`src/rtl/rstseq_pkg.sv`:
```
package rstseq_pkg;

    localparam int CAUSE_W = 3;

    localparam logic [CAUSE_W-1:0] CAUSE_NONE  = 3'd0;
    localparam logic [CAUSE_W-1:0] CAUSE_USER  = 3'd4;
    localparam logic [CAUSE_W-1:0] CAUSE_BROWN = 3'd5;

    typedef enum logic [2:0] {
        ST_IDLE  = 3'd0,
        ST_BROWN = 3'd1,
        ST_EXT   = 3'd2,
        ST_HOLD  = 3'd3,
        ST_START = 3'd4
    } rs_state_e;

endpackage

```
`src/rtl/rstseq_sync.sv`:
```
module rstseq_sync #(
    parameter int   STAGES  = 2,
    parameter logic RST_VAL = 1'b0
) (
    input  logic clk,
    input  logic rst_n,
    input  logic d_i,
    output logic q_o
);

    logic [STAGES-1:0] chain_q;

    generate
        for (genvar g = 0; g < STAGES; g++) begin : g_stage
            if (g == 0) begin : g_first
                always_ff @(posedge clk or negedge rst_n) begin
                    if (!rst_n) chain_q[g] <= RST_VAL;
                    else        chain_q[g] <= d_i;
                end
            end else begin : g_next
                always_ff @(posedge clk or negedge rst_n) begin
                    if (!rst_n) chain_q[g] <= RST_VAL;
                    else        chain_q[g] <= chain_q[g-1];
                end
            end
        end
    endgenerate

    assign q_o = chain_q[STAGES-1];

endmodule

```
`src/rtl/rstseq_len_timer.sv`:
```
module rstseq_len_timer #(
    parameter int LEN_W = 4
) (
    input  logic             clk,
    input  logic             rst_n,
    input  logic             clear_i,
    input  logic             load_i,
    input  logic [LEN_W-1:0] len_i,
    output logic             active_o,
    output logic             last_o
);

    localparam int CNT_W = (1 << LEN_W) + 1;

    logic [CNT_W-1:0] cnt_q;
    logic [LEN_W:0]   shift_amt;
    logic [CNT_W-1:0] load_val;

    always_comb begin
        shift_amt = {1'b0, len_i} + {{LEN_W{1'b0}}, 1'b1};
        load_val  = {{(CNT_W-1){1'b0}}, 1'b1} << shift_amt;
    end

    always_ff @(posedge clk or negedge rst_n) begin
        if (!rst_n)             cnt_q <= '0;
        else if (clear_i)       cnt_q <= '0;
        else if (load_i)        cnt_q <= load_val;
        else if (cnt_q != '0)   cnt_q <= cnt_q - 1'b1;
    end

    assign active_o = (cnt_q != '0);
    assign last_o   = (cnt_q == {{(CNT_W-1){1'b0}}, 1'b1});

endmodule

```
`src/rtl/rstseq_fsm.sv`:
```
module rstseq_fsm
    import rstseq_pkg::*;
#(
    parameter int START_CYC = 3
) (
    input  logic               clk,
    input  logic               rst_n,
    input  logic               bod_s_i,
    input  logic               pin_s_i,
    input  logic               own_echo_i,
    input  logic               tmr_last_i,
    output logic               tmr_load_o,
    output logic               tmr_clear_o,
    output logic               core_hold_o,
    output logic               brown_hold_o,
    output logic [CAUSE_W-1:0] cause_o
);

    localparam int STC_W = (START_CYC > 1) ? $clog2(START_CYC) : 1;
    localparam logic [STC_W-1:0] STC_LAST = STC_W'(START_CYC - 1);

    rs_state_e          state_q, state_d;
    logic [STC_W-1:0]   stc_q;
    logic [CAUSE_W-1:0] pend_q, pend_d;
    logic [CAUSE_W-1:0] cause_q;
    logic               release_w;

    // next state and timer control
    always_comb begin
        state_d     = state_q;
        pend_d      = pend_q;
        tmr_load_o  = 1'b0;
        tmr_clear_o = 1'b0;
        release_w   = 1'b0;
        if (bod_s_i) begin
            state_d     = ST_BROWN;
            pend_d      = CAUSE_BROWN;
            tmr_clear_o = 1'b1;
        end else begin
            unique case (state_q)
                ST_IDLE: begin
                    if (!pin_s_i && !own_echo_i) begin
                        state_d    = ST_EXT;
                        pend_d     = CAUSE_USER;
                        tmr_load_o = 1'b1;
                    end
                end
                ST_BROWN: begin
                    state_d    = ST_START;
                    tmr_load_o = 1'b1;
                end
                ST_EXT: begin
                    if (tmr_last_i) state_d = ST_HOLD;
                end
                ST_HOLD: begin
                    if (pin_s_i) state_d = ST_START;
                end
                ST_START: begin
                    if (stc_q == STC_LAST) begin
                        state_d   = ST_IDLE;
                        release_w = 1'b1;
                    end
                end
                default: state_d = ST_IDLE;
            endcase
        end
    end

    // state register
    always_ff @(posedge clk or negedge rst_n) begin
        if (!rst_n) begin
            state_q <= ST_IDLE;
            stc_q   <= '0;
            pend_q  <= CAUSE_NONE;
            cause_q <= CAUSE_NONE;
        end else begin
            state_q <= state_d;
            pend_q  <= pend_d;
            if (state_q == ST_START) stc_q <= stc_q + 1'b1;
            else                     stc_q <= '0;
            if (release_w)           cause_q <= pend_q;
        end
    end

    // outputs
    always_comb begin
        core_hold_o  = (state_q != ST_IDLE);
        brown_hold_o = (state_q == ST_BROWN);
        cause_o      = cause_q;
    end

endmodule

```
`src/rtl/rstseq_ctrl.sv`:
```
module rstseq_ctrl
    import rstseq_pkg::*;
#(
    parameter int LEN_W       = 4,
    parameter int SYNC_STAGES = 2,
    parameter int START_CYC   = 3
) (
    input  logic               clk_slow,
    input  logic               rst_n,
    input  logic               pin_n_i,
    input  logic               bod_i,
    input  logic [LEN_W-1:0]   ext_len_i,
    output logic               proc_rst_n_o,
    output logic               periph_rst_n_o,
    output logic               pin_drive_n_o,
    output logic [CAUSE_W-1:0] cause_o
);

    logic bod_s, pin_s, own_echo;
    logic tmr_load, tmr_clear, tmr_active, tmr_last;
    logic core_hold, brown_hold, drive_w;

    rstseq_sync #(.STAGES(SYNC_STAGES), .RST_VAL(1'b0)) u_bod_sync (
        .clk(clk_slow), .rst_n(rst_n), .d_i(bod_i), .q_o(bod_s)
    );

    rstseq_sync #(.STAGES(SYNC_STAGES), .RST_VAL(1'b1)) u_pin_sync (
        .clk(clk_slow), .rst_n(rst_n), .d_i(pin_n_i), .q_o(pin_s)
    );

    // delays the own drive by the pin synchronizer depth so a self-caused low is masked
    rstseq_sync #(.STAGES(SYNC_STAGES), .RST_VAL(1'b0)) u_echo (
        .clk(clk_slow), .rst_n(rst_n), .d_i(drive_w), .q_o(own_echo)
    );

    rstseq_len_timer #(.LEN_W(LEN_W)) u_timer (
        .clk(clk_slow), .rst_n(rst_n),
        .clear_i(tmr_clear), .load_i(tmr_load), .len_i(ext_len_i),
        .active_o(tmr_active), .last_o(tmr_last)
    );

    rstseq_fsm #(.START_CYC(START_CYC)) u_fsm (
        .clk(clk_slow), .rst_n(rst_n),
        .bod_s_i(bod_s), .pin_s_i(pin_s), .own_echo_i(own_echo),
        .tmr_last_i(tmr_last), .tmr_load_o(tmr_load), .tmr_clear_o(tmr_clear),
        .core_hold_o(core_hold), .brown_hold_o(brown_hold), .cause_o(cause_o)
    );

    assign drive_w        = tmr_active | brown_hold;
    assign pin_drive_n_o  = ~drive_w;
    assign proc_rst_n_o   = ~core_hold;
    assign periph_rst_n_o = ~core_hold;

endmodule

```
`config.mk`:
```
export PLATFORM = sky130hd
export DESIGN_NAME = rstseq_ctrl
export DESIGN_NICKNAME = d
export VERILOG_FILES = /design/src/rtl/rstseq_pkg.sv /design/src/rtl/rstseq_sync.sv /design/src/rtl/rstseq_len_timer.sv /design/src/rtl/rstseq_fsm.sv /design/src/rtl/rstseq_ctrl.sv
export SDC_FILE = /design/constraint.sdc
export NUM_CORES = 1
export LEC_CHECK = 0
export ABC_AREA = 1
export BUFFER_PORTS_ARGS = -buffer_cell sky130_fd_sc_hd__clkbuf_2
export CORE_MARGIN = 8
export CORE_UTILIZATION = 32
export DETAILED_ROUTE_END_ITERATION = 8
export GPL_ROUTABILITY_DRIVEN = 0
export PLACE_DENSITY = 0.46
export RECOVER_POWER = 50
export SYNTH_ARGS = -nofsm -noshare
export SYNTH_HDL_FRONTEND = slang
export SYNTH_SLANG_ARGS = --single-unit
```
`constraint.sdc`:
```
create_clock -name clk_slow -period 2.1 [get_ports clk_slow]
set_input_delay 0.21 -clock clk_slow [delete_from_list [all_inputs] [get_ports clk_slow]]
set_output_delay 0.21 -clock clk_slow [all_outputs]
set_load 0.02 [all_outputs]
```
======== Word-level counts from Yosys, hierarchy flattened ========
Index checks and enable logic that the tools add are counted.
operators by class
  add/subtract/negate cells ............... 3
  bitwise operators ....................... 3
  muxes and demuxes ....................... 20
  shift-type cells ........................ 1
  reductions and logical operators ........ 11
  eq/ne operators ......................... 10
operators by type and width
  operator                 count
  $mux W17                 3
  $mux W3                  8
  $eq A17 B1 Y1 const B    1
  $reduce_bool A17 Y1      1
  $shl A1 B5 Y17 const A   1
  $sub A17 B1 Y17 const B  1
  $pmux W3 S5              1
  $eq A3 B2 Y1 const B     2
  $mux W1                  6
  $ne A3 B2 Y1 const B     2
  $ne A3 B3 Y1 const B     2
  $reduce_bool A3 Y1       2
  $add A4 B1 Y5 const B    1
  $reduce_and A4 Y1        1
  $reduce_bool A2 Y1       2
  $eq A3 B1 Y1 const B     1
  $eq A3 B3 Y1 const B     1
  $logic_not A3 Y1         1
  $add A2 B1 Y2 const B    1
  $eq A2 B2 Y1 const B     1
  $logic_not A1 Y1         2
  $mux W2                  1
  $not A1 Y1               2
  $pmux W1 S2              1
  3 further kinds          3
storage, ports and cells
  word-level logic and storage cells ...... 59
  bits of input ports ..................... 8
  flip-flop bits (word level) ............. 34

======== Depth between registers and ports, before layout ========
Gate-level depths: netlist of the first run.
  word-level depth ........................ 7
  depth in mapped cells ................... 10

======== By module ========
Synthesis of the first run repeated with hierarchy kept, for this count alone.
unflattened totals
  cell total of the unflattened synthesis .. 277
  area, all modules ....................... 1986.9 µm²
modules (own cells, without submodules)
  module                         area an instance (µm²)  cells each  times used
  rstseq_len_timer               1283.7                  200         1
  rstseq_fsm                     524.3                   65          1
  rstseq_sync at u_bod_sync ...  50.0                    2           2
  rstseq_sync at u_pin_sync      52.6                    2           1
  rstseq_ctrl                    26.3                    6           1

======== Worst setup path before layout of the first run ========
OpenSTA, ideal clock, no wires.
  kind .................................... register to output
  start point ............................. reg u_timer.cnt_q[0]
  end point ............................... out pin_drive_n_o
  cell stages (with the launch flop) ...... 7
  slack ................................... 0.491 ns
  arrival time ............................ 1.399 ns
  data required time ...................... 1.890 ns
  path through ............................ dfrtp_1 inv_1 ha_1 nand2_2 nor2_4 nand3_1 nor2_1
between the ends
  longest elaborated chain between the ends .. 3
ends and longest elaborated chain
  element                 RTL line                text
  from (decl)             rstseq_len_timer.sv:15  logic [CNT_W-1:0] cnt_q;
  from (signal assigned)  rstseq_len_timer.sv:27  else if (load_i) cnt_q <= load_val;
  from (signal assigned)  rstseq_len_timer.sv:28  else if (cnt_q != '0) cnt_q <= cnt_q - 1'b1;
  $reduce_bool A17 Y1     rstseq_len_timer.sv:31  assign active_o = (cnt_q != '0);
  $or A1 B1 Y1            rstseq_ctrl.sv:49       assign drive_w = tmr_active | brown_hold;
  $not A1 Y1              rstseq_ctrl.sv:50       assign pin_drive_n_o = ~drive_w;
  to (decl)               rstseq_ctrl.sv:15       output logic pin_drive_n_o,
Every way passes these cells.

======== Final worst setup path of the first run ========
Ends and elaborated chain as after synthesis.

==> flow_metrics.tcl, run 1 <==
set metrics [dict create \
    finalCritPeriodShare_pct 92.1 \
    path_clk_slew_ns 0.07 \
    path_cells "inv_2 -> ha_2 -> nand2_2 -> nor2_4 -> nand3_2 -> nor2_2 -> clkbuf_2" \
    drt_pass1_iterations 5 \
    fin_setup_tns_ns 0 \
    finalHoldViolCount 0 \
    synth_top_area_cell "dfrtp_1" \
    setup_ws_ns 0.165 \
    crit_path_max_incr_delay_ns 0.39 \
    syn_area_per_cell_um2 7.10 \
    cts_sinks 32 \
    antenna_found_initial 0 \
    ant_nets 0 \
    fin_skew_ns 0.00645 \
    crit_required_ns 1.89 \
    grt_overflow_total 0 \
    row_count 28 \
    powerDensity_nw_per_um2 1570 \
    end_kind "output port" \
    cp_top_family "simple AND/OR/NAND/NOR gates" \
    cp-start-kind "flop" \
    slew_headroom_pct -15.7 \
    grt_setup_unrepaired "false" \
    netlist_area_um2 1930 \
    fin_area_um2 2160 \
    max-cap-violations 1 \
    hold_path_class "in2reg" \
    synth_seq_cells 32 \
    fmax_mhz 517 \
    diodes 0 \
    fp.dieH_um 93.7 \
    post-place-cells 353 \
    synth_area_leaders "dfrtp_1 39%, nand2_1 14%, nor2_1 8.6%" \
    synth_top_area_share_pct 38.9 \
    vias 1691 \
    arrival_ns 1.72 \
    outcome "finished with violations" \
    grt_pass1_wl_mm 7.85 \
    synth_fp_nets 283 \
    io_pins 14 \
    initial_utilization_pct 32.8 \
    final_layout_size_suffix_gt1_share_pct 15.3 \
    final_nets 297 \
    slowest_stage "dfrtp_1" \
    min_period_ns 1.93 \
    synth_cell_type_count 27 \
    ir_drop_v 0.000491 \
    placed_cell_area_um2 2050 \
    totalWireLength_mm 4.54 \
    clk-insertion-delay-late_ns 0.28 \
    netlist_instances 272 \
    grt.total_usage_pct 11.2 \
    tightestPinTransition_ns 1.74 \
    violations "max-capacitance violations, max-slew violations" \
    ys_warn_count 0 \
    leakage_nw 1.05 \
    placement.io_buffers 12 \
    initialDrtViolationCount 90 \
    dieArea_um2 8780 \
    final_cells 362 \
    route.detailed.drc 0 \
    h-tree-depth 2 \
    seq_area_frac_synth_pct 41.6 \
    report.final.slew_viol_count 33 \
    clockBufferDepth 2 \
    area_delta_synth_final_pct 11.7 \
    cts_tree "yes" \
    dp_slack_ns 0.294 \
    core_area_um2 5890 \
    clockRootBuffer "clkbuf_8" \
    numCtsBuffers 5 \
    grt_max_degree 33 \
    avgRoutedWirePerCell_um 12.5 \
    utilization_pct 36.6 \
    first_global_vias 1670 \
    vias_per_cell 4.67 \
    fill_cells 652 \
    crit_type "reg2out" \
    die_w_um 93.7 \
    dpl.hpwl_mm 3.40 \
    cp_max_fo 6 \
    setup_viol 0 \
    path_buf_inv 2 \
]
state kept, by name, summed over array words and instances, names as in the netlist:
name	count
u_bod_sync.chain_q	1
u_fsm.cause_o	2
u_timer.cnt_q	17
u_pin_sync.chain_q	1
u_pin_sync.q_o	1
u_fsm.state_q	3
u_echo.chain_q	1
u_bod_sync.q_o	1
u_fsm.stc_q	2
u_fsm.pend_q	2
u_echo.q_o	1
worst reg2reg max path, cell delays in order, from the launching register on:
cell     delay [ns]
dfrtp_1        0.39
inv_2          0.09
ha_2           0.21
nand2_2        0.09
nor2_4         0.18
nand2_2        0.10
nor2_4         0.10
nand3_2        0.11
nand2_2        0.26
nor2_1         0.07
Yosys cell counts, drive strengths merged:
master / instances
a21boi: 1
a21oi: 5
a31oi: 1
buf: 6
clkbuf: 2
conb: 1
dfrtp: 30
dfstp: 2
ha: 3
inv: 29
nand2: 77
nand3: 22
nand3b: 4
nand4: 6
nor2: 54
nor3: 6
o21ai: 20
or2: 1
xnor2: 1
xor2: 1
report_power, final:
| group | switching (W) | leakage [nW] | total, W | internal, W |
|---|---|---|---|---|
| clock network | 0.000229 | 0.0455 | 0.000496 | 0.000267 |
| logic | 0.00122 | 0.602 | 0.00189 | 0.000667 |
| registers | 0.000192 | 0.400 | 0.00101 | 0.000821 |
| total | 0.00164 | 1.05 | 0.00340 | 0.00175 |
per-stage QoR:
step | hold slack [ns] | total power [W]
after floorplan | -0.0856 | 0.00251
after global placement | 0.298 | 0.00292
after detailed placement | 0.300 | 0.00290
after CTS | 0.0226 | 0.00343
after global routing | 0.0195 | 0.00379
final | 0.0341 | 0.00340
final cells by class:
cell class                      instances  area, um^2  share of cell area [%]
Clock buffer                            8        90.1                    4.18
Tap cell                               75        93.8                    4.35
Inverter                               29         109                    5.05
Timing Repair Buffer                   15        83.8                    3.89
Multi-Input combinational cell        203         977                    45.3
Sequential cell                        32         803                    37.2
path summary, 6_finish.rpt:
path | from | to | slack [ns] | cells past startpoint
worst max-delay path | u_timer.cnt_q[0] | pin_drive_n_o | 0.17 | 7
worst min-delay path | bod_i | u_bod_sync.chain_q[0] | 0.03 | 1
worst max register to register | u_timer.cnt_q[0] | u_timer.cnt_q[9] | 0.38 | 9
worst min register to register | u_bod_sync.chain_q[0] | u_bod_sync.q_o | 0.35 | 0
max in group asynchronous | rst_n | u_timer.cnt_q[2] | 0.72 | 1
min in group asynchronous | rst_n | u_timer.cnt_q[13] | 0.37 | 1
cells in the final DEF (no fill, tap or decap), types with 2 or more instances in the layout:
master / instances
nand3_2: 2
clkbuf_8: 6
dfstp_2: 2
nor2_4: 3
nor2_1: 43
clkbuf_2: 11
nor3_1: 6
clkbuf_1: 3
a21oi_1: 4
nand4_1: 6
nand2_1: 71
nand3b_1: 4
inv_1: 28
buf_4: 2
ha_1: 2
o21ai_0: 20
nand3_1: 20
nor2_2: 8
nand2_2: 6
dfrtp_1: 30
per-layer routing:
metal  share of wire (%)  wire length [um]  track usage [%]  vias to the layer above
met5                   0                 0                0                        -
met4                 1.1                48             3.17                        0
met3                 2.6               118             2.72                        5
met2                  45              2030             17.2                       23
met1                  52              2340             15.1                      780
li1                    -                 -                -                      883
kinds of logic after synthesis:
| group | Yosys count | synth area share (%) |
|---|---|---|
| AOI/OAI and AO/OA | 27 | 7.39 |
| xor gates and xnor gates | 2 | 0.907 |
| adders and majority gates | 3 | 1.94 |
| buffers and inverters | 37 | 8.30 |
| DFF | 32 | 41.6 |
| other | 1 | 0.194 |
| and+or+nand+nor | 170 | 39.7 |
what timing repair did:
item	CTS	global route
setup buffers	0	0
hold buffers	1	0
setup endpoints to repair	1	1
pin swaps	0	1
resized for setup	1	3
endpoints found under the hold margin	1	0
(Power assumes the default switching activity.)
==> run 2: changes to the inputs <==
--- a/config.mk
+++ b/config.mk
@@ -6,7 +6,8 @@
 export NUM_CORES = 1
 export LEC_CHECK = 0
 export ABC_AREA = 1
-export BUFFER_PORTS_ARGS = -buffer_cell sky130_fd_sc_hd__clkbuf_2
+export BUFFER_PORTS_ARGS = -buffer_cell sky130_fd_sc_hd__buf_2
+export CORE_ASPECT_RATIO = 2
 export CORE_MARGIN = 8
 export CORE_UTILIZATION = 32
 export DETAILED_ROUTE_END_ITERATION = 8
==> flow_metrics.tcl, run 2 (synthesized netlist as in run 1, its figures left out) <==
set metrics [dict create \
    placement.io_buffers 12 \
    p_total_w 0.00374 \
    path_cells "inv_1 -> ha_1 -> nand2_2 -> nor2_4 -> nand3_2 -> nor2_2 -> buf_2" \
    fin_skew_ns 0.00634 \
    h-tree-depth 2 \
    hold_path_class "in2reg" \
    mostFrequentLayoutCell "nand2_1" \
    ir_drop_v 0.000636 \
    slew_headroom_pct -22.3 \
    tightestPinTransition_ns 1.83 \
    final_nets 296 \
    powerDensity_nw_per_um2 1700 \
    final_layout_size_suffix_gt1_share_pct 15.0 \
    leakage_nw 1.08 \
    setup_viol 0 \
    fmax_mhz 503 \
    row_count 40 \
    grt_max_degree 33 \
    cp_max_fo 6 \
    vias_per_cell 4.99 \
    dpl.hpwl_mm 3.50 \
    comb_power_share_pct 51.0 \
    core_area_um2 5910 \
    vias 1741 \
    fin_area_um2 2200 \
    largestRegisters "u_timer.cnt_q (17), u_fsm.state_q (3)" \
    die_w_um 70.9 \
    cts_setup_buffers 0 \
    p_seq_share_pct 27.2 \
    placed_cell_area_um2 2030 \
    max-cap-violations 1 \
    grt.total_usage_pct 11.5 \
    cts_tree "yes" \
    slowest_stage "dfrtp_1" \
    largest-register "u_timer.cnt_q" \
    finalHoldViolCount 0 \
    initialDrtViolationCount 65 \
    grt_overflow_total 0 \
    setup_ws_ns 0.113 \
    cts_sinks 32 \
    initial_utilization_pct 32.7 \
    final_cells 349 \
    avgRoutedWirePerCell_um 13.5 \
    clockRootBuffer "clkbuf_16" \
    area_delta_synth_final_pct 14.1 \
    power_switching_w 0.00170 \
    min_period_ns 1.99 \
    totalWireLength_mm 4.70 \
    utilization_pct 37.3 \
    largest_reg_flops 17 \
    p_int_w 0.00204 \
    violations "max-capacitance violations, max-slew violations" \
    final_cell_mix "71 x nand2_1, 43 x nor2_1, 30 x dfrtp_1" \
    end_kind "output port" \
    cp-start-kind "flop" \
    post-place-cells 341 \
    diodes 0 \
    p_sw_share_pct 45.4 \
    arrival_ns 1.78 \
    ant_nets 0 \
    drt_pass1_iterations 4 \
    clk-insertion-delay-late_ns 0.27 \
    holdBufCountCts 0 \
    io_pins 14 \
    dp_slack_ns 0.314 \
    grt_pass1_wl_mm 8.22 \
    crit_required_ns 1.89 \
    clockBufferDepth 2 \
    finalCritPeriodShare_pct 94.6 \
    clockPowerShare_pct 21.7 \
    antenna_found_initial 0 \
    path_clk_slew_ns 0.05 \
    outcome "finished with violations" \
    route.detailed.drc 0 \
    crit_type "reg2out" \
    first_global_vias 1732 \
    dieArea_um2 8930 \
    report.final.slew_viol_count 33 \
    fp.dieH_um 126 \
    crit_path_max_incr_delay_ns 0.37 \
    numCtsBuffers 5 \
    cts_resized 0 \
]
## run 2: changes by cell type in the layout (fill, tap and decap cells not counted)
cell           before  now
clkinv_2            0    1
clkbuf_1            3    2
buf_2               0   11
ha_1                2    3
inv_1              28   29
ha_2                1    0
inv_2               1    0
clkbuf_8            6    0
bufinv_16           0    1
clkbuf_16           0    5
dlygate4sd3_1       1    0
clkbuf_2           11    0
## run 2: final timing paths
kind	slack [ns]	cells past startpoint	to	from
min reg2reg	0.35	0	u_bod_sync.q_o	u_bod_sync.chain_q[0]
min	0.03	1	u_pin_sync.chain_q[0]	pin_n_i
max in group asynchronous	0.61	1	u_echo.q_o	rst_n
max	0.11	7	pin_drive_n_o	u_timer.cnt_q[0]
min in group asynchronous	0.43	1	u_timer.cnt_q[0]	rst_n
max reg2reg	0.28	9	u_timer.cnt_q[16]	u_timer.cnt_q[0]
## run 2: power groups by stage
stage | clock [W] | sequential [W] | combinational [W]
floorplan | 0 | 0.000970 | 0.00154
global placement | 0 | 0.00102 | 0.00189
detailed placement | 0 | 0.00103 | 0.00189
CTS | 0.000832 | 0.00102 | 0.00190
global route | 0.000852 | 0.00105 | 0.00223
finish | 0.000814 | 0.00102 | 0.00191
## run 2: layout make-up
type	instances	area, um^2
multi-input combinational	203	975
sequential	32	803
timing repair buffer	14	73.8
tap	63	78.8
clock inverter	2	35.0
inverter	29	109
clock buffer	6	129
fill	625	3700
## run 2: per-layer routing
layer  part of all wire (%)  GRT usage [%]
met1                     45           13.3
met2                     50           20.0
met3                    3.8           2.23
met4                    1.5           4.20
met5                      0              0
## run 2: critical path, delay by kind of cell (launching register included)
kind / cells / cell delay [ns]
and+or+nand+nor: 4 / 0.58
DFF: 1 / 0.37
buffers and inverters: 2 / 0.30
adders and majority gates: 1 / 0.24
## run 2: metrics by stage
stage          setup TNS, ns  hold WS [ns]
2_1_floorplan              0       -0.0856
3_3_place_gp               0         0.316
3_5_place_dp               0         0.317
4_1_cts                    0        0.0277
5_1_grt              -0.0159        0.0294
6_report                   0        0.0329
